$ cat src/rtl/bus_err_pkg.sv
package bus_err_pkg;
  localparam int STAT_W    = 16;
  localparam int B_UNLOCK  = 15;
  localparam int B_TABORT  = 14;
  localparam int B_RETRY   = 9;
  localparam int B_MDIS    = 8;
  localparam int B_APERR   = 7;
  localparam int B_SERR    = 6;
  localparam int B_TWDPERR = 5;
  localparam int B_TRPERR  = 4;
  localparam logic [STAT_W-1:0] IMPL_MASK = 16'hC3F0;
endpackage

$ cat src/rtl/io_be_check.sv
module io_be_check #(
  parameter int LANES = 4,
  localparam int AW = $clog2(LANES)
) (
  input  logic             clk,
  input  logic             rst_n,
  input  logic             io_valid,
  input  logic [AW-1:0]    addr_lo,
  input  logic [LANES-1:0] be_n,
  output logic             illegal
);
  logic [LANES-1:0] below;

  generate
    for (genvar i = 0; i < LANES; i++) begin : g_lane
      assign below[i] = (i < int'(addr_lo));
    end
  endgenerate

  always_comb illegal = io_valid && (|(~be_n & below));


  lane0_legal_chk: assert property (@(posedge clk) disable iff (!rst_n)
    (addr_lo == '0) |-> !illegal);

  no_io_legal_chk: assert property (@(posedge clk) disable iff (!rst_n)
    !io_valid |-> !illegal);
endmodule

$ cat src/rtl/retry_watchdog.sv
module retry_watchdog #(
  parameter int CNT_W = 15
) (
  input  logic clk,
  input  logic rst_n,
  input  logic retry_issued,
  input  logic retry_done,
  output logic timeout
);
  logic             armed_q, armed_d;
  logic [CNT_W-1:0] cnt_q, cnt_d;
  logic             terminal;

  always_comb begin
    terminal = armed_q && (&cnt_q);
    timeout  = terminal && !retry_done;
    armed_d  = armed_q;
    cnt_d    = cnt_q;
    if (retry_issued) begin
      armed_d = 1'b1;
      cnt_d   = '0;
    end else if (retry_done || terminal) begin
      armed_d = 1'b0;
      cnt_d   = '0;
    end else if (armed_q) begin
      cnt_d = cnt_q + 1'b1;
    end
  end

  always_ff @(posedge clk or negedge rst_n) begin
    if (!rst_n) begin
      armed_q <= 1'b0;
      cnt_q   <= '0;
    end else begin
      armed_q <= armed_d;
      cnt_q   <= cnt_d;
    end
  end


  done_disarm_chk: assert property (@(posedge clk) disable iff (!rst_n)
    (retry_done && !retry_issued) |=> !armed_q);

  tmo_armed_chk: assert property (@(posedge clk) disable iff (!rst_n)
    timeout |-> armed_q);

  tmo_disarm_chk: assert property (@(posedge clk) disable iff (!rst_n)
    (timeout && !retry_issued) |=> !armed_q);
endmodule

$ cat src/rtl/err_status_core.sv
module err_status_core
  import bus_err_pkg::*;
(
  input  logic              clk,
  input  logic              rst_n,
  input  logic [STAT_W-1:0] events,
  input  logic              wr_status,
  input  logic              wr_mask,
  input  logic [STAT_W-1:0] wdata,
  output logic [STAT_W-1:0] status_q,
  output logic [STAT_W-1:0] mask_q,
  output logic              irq
);
  logic [STAT_W-1:0] status_d, mask_d, pick;
  logic              found;

  always_comb begin
    pick  = '0;
    found = 1'b0;
    for (int i = STAT_W-1; i >= 0; i--) begin
      if (!found && events[i] && IMPL_MASK[i]) begin
        pick[i] = 1'b1;
        found   = 1'b1;
      end
    end
  end

  always_comb begin
    status_d = status_q;
    if (status_q == '0) status_d = pick;
    else if (wr_status) status_d = status_q & ~(wdata & IMPL_MASK);
    mask_d = wr_mask ? (wdata & IMPL_MASK) : mask_q;
  end

  always_ff @(posedge clk or negedge rst_n) begin
    if (!rst_n) begin
      status_q <= '0;
      mask_q   <= '0;
    end else begin
      status_q <= status_d;
      mask_q   <= mask_d;
    end
  end

  always_comb irq = |(status_q & mask_q);


  one_err_chk: assert property (@(posedge clk) disable iff (!rst_n)
    $onehot0(status_q));

  hold_err_chk: assert property (@(posedge clk) disable iff (!rst_n)
    (status_q != '0 && !wr_status) |=> $stable(status_q));

  w1c_chk: assert property (@(posedge clk) disable iff (!rst_n)
    (wr_status && ((status_q & wdata) != '0)) |=> (status_q == '0));

  masked_quiet_chk: assert property (@(posedge clk) disable iff (!rst_n)
    (mask_q == '0) |-> !irq);
endmodule

$ cat src/rtl/bus_err_irq_reg.sv
module bus_err_irq_reg
  import bus_err_pkg::*;
#(
  parameter int RETRY_LOG2 = 15
) (
  input  logic        clk,
  input  logic        rst_n,
  input  logic        cfg_master_en,
  input  logic        cfg_parity_resp,
  input  logic        cfg_serr_en,
  input  logic        ev_unlock_locked,
  input  logic        ev_master_req,
  input  logic        io_valid,
  input  logic [1:0]  io_addr_lo,
  input  logic [3:0]  io_be_n,
  input  logic        mrd_retry_issued,
  input  logic        mrd_retry_done,
  input  logic        ev_addr_perr,
  input  logic        ev_serr,
  input  logic        ev_tw_dperr,
  input  logic        ev_tr_perr,
  input  logic        reg_wr,
  input  logic        reg_sel,
  input  logic [31:0] reg_wdata,
  output logic [31:0] reg_rdata,
  output logic        irq
);
  logic              rst_meta, rst_s_n;
  logic              be_illegal, retry_tmo;
  logic [STAT_W-1:0] events, status_q, mask_q;

  always_ff @(posedge clk or negedge rst_n) begin
    if (!rst_n) begin
      rst_meta <= 1'b0;
      rst_s_n  <= 1'b0;
    end else begin
      rst_meta <= 1'b1;
      rst_s_n  <= rst_meta;
    end
  end

  io_be_check #(.LANES(4)) u_be (
    .clk(clk), .rst_n(rst_s_n), .io_valid(io_valid),
    .addr_lo(io_addr_lo), .be_n(io_be_n), .illegal(be_illegal)
  );

  retry_watchdog #(.CNT_W(RETRY_LOG2)) u_rtmr (
    .clk(clk), .rst_n(rst_s_n), .retry_issued(mrd_retry_issued),
    .retry_done(mrd_retry_done), .timeout(retry_tmo)
  );

  always_comb begin
    events            = '0;
    events[B_UNLOCK]  = ev_unlock_locked;
    events[B_TABORT]  = be_illegal;
    events[B_RETRY]   = retry_tmo;
    events[B_MDIS]    = ev_master_req && !cfg_master_en;
    events[B_APERR]   = ev_addr_perr && cfg_parity_resp && cfg_serr_en;
    events[B_SERR]    = ev_serr;
    events[B_TWDPERR] = ev_tw_dperr && cfg_parity_resp;
    events[B_TRPERR]  = ev_tr_perr;
  end

  err_status_core u_core (
    .clk(clk), .rst_n(rst_s_n), .events(events),
    .wr_status(reg_wr && !reg_sel), .wr_mask(reg_wr && reg_sel),
    .wdata(reg_wdata[STAT_W-1:0]), .status_q(status_q),
    .mask_q(mask_q), .irq(irq)
  );

  always_comb reg_rdata = {16'h0000, (reg_sel ? mask_q : status_q)};


  mdis_gate_chk: assert property (@(posedge clk) disable iff (!rst_s_n)
    cfg_master_en |=> !$rose(status_q[B_MDIS]));

  aperr_gate_chk: assert property (@(posedge clk) disable iff (!rst_s_n)
    !(cfg_parity_resp && cfg_serr_en) |=> !$rose(status_q[B_APERR]));

  twd_gate_chk: assert property (@(posedge clk) disable iff (!rst_s_n)
    !cfg_parity_resp |=> !$rose(status_q[B_TWDPERR]));

  rsvd_zero_chk: assert property (@(posedge clk) disable iff (!rst_s_n)
    (reg_rdata & ~{16'h0000, IMPL_MASK}) == 32'h0);
endmodule

$ cat config.mk
export PLATFORM = sky130hd
export DESIGN_NAME = bus_err_irq_reg
export DESIGN_NICKNAME = d
export VERILOG_FILES = /design/src/rtl/bus_err_pkg.sv /design/src/rtl/io_be_check.sv /design/src/rtl/retry_watchdog.sv /design/src/rtl/err_status_core.sv /design/src/rtl/bus_err_irq_reg.sv
export SDC_FILE = /design/constraint.sdc
export NUM_CORES = 1
export LEC_CHECK = 0
export BUFFER_PORTS_ARGS = -buffer_cell sky130_fd_sc_hd__buf_4
export CELL_PAD_IN_SITES_DETAIL_PLACEMENT = 0
export CELL_PAD_IN_SITES_GLOBAL_PLACEMENT = 1
export CORE_MARGIN = 10
export CORE_UTILIZATION = 31
export DETAILED_ROUTE_END_ITERATION = 10
export GPL_ROUTABILITY_DRIVEN = 1
export PLACE_DENSITY = 0.8
export SETUP_SLACK_MARGIN = 0.15
export SLEW_MARGIN = 10
export SYNTH_ARGS = -nofsm -noshare
export SYNTH_HDL_FRONTEND = slang
export SYNTH_SLANG_ARGS = --single-unit
$ cat constraint.sdc
create_clock -name clk -period 0.95 [get_ports clk]
set_input_delay 0.095 -clock clk [delete_from_list [all_inputs] [get_ports clk]]
set_output_delay 0.095 -clock clk [all_outputs]
set_load 0.03 [all_outputs]
==> results.yml <==
timing:
  max_freq_ghz: 0.607
  skew_ns: 0.00703
  slew_viol_final: 0
  finalSetupViolCount: 33
  max-slew-margin-rel: 0.487
  min_period_ns: 1.65
  rsz0062_at_grt: "yes"
  hold_viol: 0
  min_period_over_period: 1.73
  worstMarginPinSlew_ns: 0.766
  fin_ws_ns: -0.698
cells_and_area:
  drive_gt1_frac: 0.500
  finalInstanceArea_mm2: 0.00295
  syn2layout_area_growth_pct: 49.8
  final_nets: 334
  fillers: 569
  diodes: 0
  fin_util: 0.487
outcome:
  violations: "setup timing"
  status: "finished with violations"
yosys:
  yosysUniqueCellTypes: 40
  syn-cell-area_mm2: 0.00197
  synth_edf_count: 0
  async_flop_share: 1.00
  ys_warn_count: 0
  avgSynthCellArea_um2: 10.1
  syn_inst: 195
  ys.flop_type: "dfrtp_1"
  seq_area_frac_synth: 0.432
  yosys_register_bits: 34
setup_path:
  arrival_ns: 1.86
  critPathMaxFanout: 6
  start_kind: "flip-flop"
  path_cells: "or4_4 -> nor3_4 -> o211ai_4 -> o31ai_2"
  crit_type: "flip-flop to flip-flop"
  crit_required_ns: 1.16
  critPathSlowestCell: "or4_4"
  endpoint_kind: "flip-flop"
  cpPeakStageDelay_ns: 0.56
place:
  gp_congestion: 0.765
  dp_hpwl_um: 3730
  place_ws_ns: -0.680
  port_buffers: 37
  place_area_mm2: 0.00254
die:
  die-area_mm2: 0.00995
  start_util: 0.325
  die_x_um: 99.7
  die_h_um: 99.7
  core_mm2: 0.00606
  rows: 28
  ios: 87
global_route:
  gr-total-overflow: 0
  grt_pass1_vias: 1720
  grt_antenna_before_repair: 0
  grt_pass1_wl_um: 8000
  grt_max_degree: 33
  track_usage: 0.0979
routing:
  drt_iter0_markers: 38
  wl_um: 4810
  drc: 0
  routedWlPerCell_um: 13.5
  ant_nets: 0
  route.vias.total: 1597
  avgViaCountPerCell: 4.50
  firstDrtPassIters: 4
clock_network:
  cts-root-buf: "clkbuf_8"
  clk_pin_slew_ns: 0.07
  clk_path_buf_depth: 2
  cts_buffers: 5
  cts_tree: "yes"
  cts.htree.levels: 2
  insertion_delay_ns: 0.29
  cts.sinks: 34
hold_path:
  hold_class: "input port to flip-flop"
flow_run:
  drv_cap: 0
power:
  finalPower_w: 0.00502
  leakage_nw: 1.37
  ir_drop_mv: 0.997
  powerDensity_mw_per_mm2: 1700
report_power, final:
group | switching [W] | internal [W] | leakage, nW
sequential | 0.000129 | 0.00162 | 0.442
combinational | 0.00103 | 0.00113 | 0.879
clock | 0.000535 | 0.000582 | 0.0472
total | 0.00169 | 0.00333 | 1.37
metal layers:
metal	share of wire	vias to the layer above	track usage
met2	0.48	39	0.156
met5	0	-	0
met4	0.020	0	0.0419
met1	0.44	750	0.116
li1	-	800	-
met3	0.053	8	0.0346
area by class of cell:
type	instances	area, µm²	share of cell area
Clock buffer	6	82.6	0.0280
Clock inverter	2	12.5	0.00424
Inverter	5	18.8	0.00636
Multi-Input combinational cell	152	1190	0.403
Sequential cell	34	852	0.289
Tap cell	75	93.8	0.0318
Timing Repair Buffer	81	704	0.239
worst paths after layout:
path	startpoint	to	slack, ns	cells past startpoint
worst max-delay path	u_core.status_q[6]	u_core.status_q[8]	-0.70	4
worst min-delay path	mrd_retry_issued	u_rtmr.armed_q	0.03	2
worst max register to register	u_core.status_q[6]	u_core.status_q[8]	-0.70	4
worst min register to register	rst_s_n	u_rtmr.cnt_q[4]	0.21	1
max in group asynchronous	rst_s_n	u_rtmr.cnt_q[10]	0.57	1
min in group asynchronous	rst_n	rst_meta	0.12	2
cell usage after synthesis, types with 2 or more instances:
cell | instances | share of area
or4_4 | 2 | 0.011
nand3_1 | 9 | 0.023
buf_4 | 24 | 0.091
nor4_1 | 3 | 0.0095
o31ai_1 | 5 | 0.019
a22oi_1 | 4 | 0.015
nand2_1 | 23 | 0.044
nor3_1 | 4 | 0.010
xor2_1 | 4 | 0.018
nor2b_1 | 2 | 0.0063
xnor2_1 | 9 | 0.040
dfrtp_1 | 34 | 0.43
inv_1 | 5 | 0.0095
mux2_2 | 16 | 0.091
clkbuf_1 | 2 | 0.0038
nand4_1 | 6 | 0.019
conb_1 | 2 | 0.0038
mux2i_1 | 2 | 0.010
nor2_1 | 17 | 0.032
nand2b_1 | 2 | 0.0063
cell families (layout without fill, tap and decap cells):
kind of cell,after synthesis,in the layout,share of synthesized area
simple gates,77,78,0.210
flops,34,34,0.432
buf+inv,33,94,0.113
mux,18,18,0.102
compound gates,17,17,0.0756
xor+xnor,13,13,0.0578
other cells,2,25,0.00381
fa+ha+maj,1,1,0.00635
flip-flops by register name, summed over array words and instances, names as in the netlist:
name / count
u_core.mask_q: 8
u_rtmr.armed_q: 1
rst_meta: 1
u_rtmr.cnt_q: 15
u_core.status_q: 8
rst_s_n: 1
repair_timing:
action,CTS,global route
cloned,1,0
setup buffers,2,6
hold buffers,2,0
setup endpoints to repair,33,39
pin swaps,17,10
gates resized for setup,29,29
endpoints found under the hold margin,3,0
through the flow:
stage / hold slack (ns) / setup TNS [ns] / instances
after global placement: -0.122 / -13.94 / 336
after floorplan: -0.201 / -13.06 / 218
after CTS: 0.0186 / -17.10 / 349
after detailed placement: -0.122 / -14.61 / 336
final: 0.0270 / -17.23 / 355
after global routing: 0.0351 / -19.19 / 355
worst max-delay path: cells and delay by family, from the launching register on:
kind            cells  cell delay (ns)
compound gates      2             0.38
flops               1             0.38
simple gates        2             0.81
cells in the final DEF (no fill, tap or decap), types with 2 or more instances in the layout:
master	instances
buf_4	57
dfrtp_1	33
conb_1	25
nand2_1	22
buf_6	21
mux2_4	13
nand3_1	9
xnor2_1	9
nor2_2	8
nor2_4	7
nand4_1	6
clkbuf_8	6
inv_1	5
o31ai_2	4
xor2_1	4
mux2_2	3
a22oi_2	3
or4_4	3
nor2_1	3
nor4_1	3
nor2b_1	2
nor3_4	2
nand2b_1	2
o31ai_1	2
nand2_8	2
mux2i_1	2
nor3_1	2
dlygate4sd3_1	2
Power figures use the tool's default switching activity.
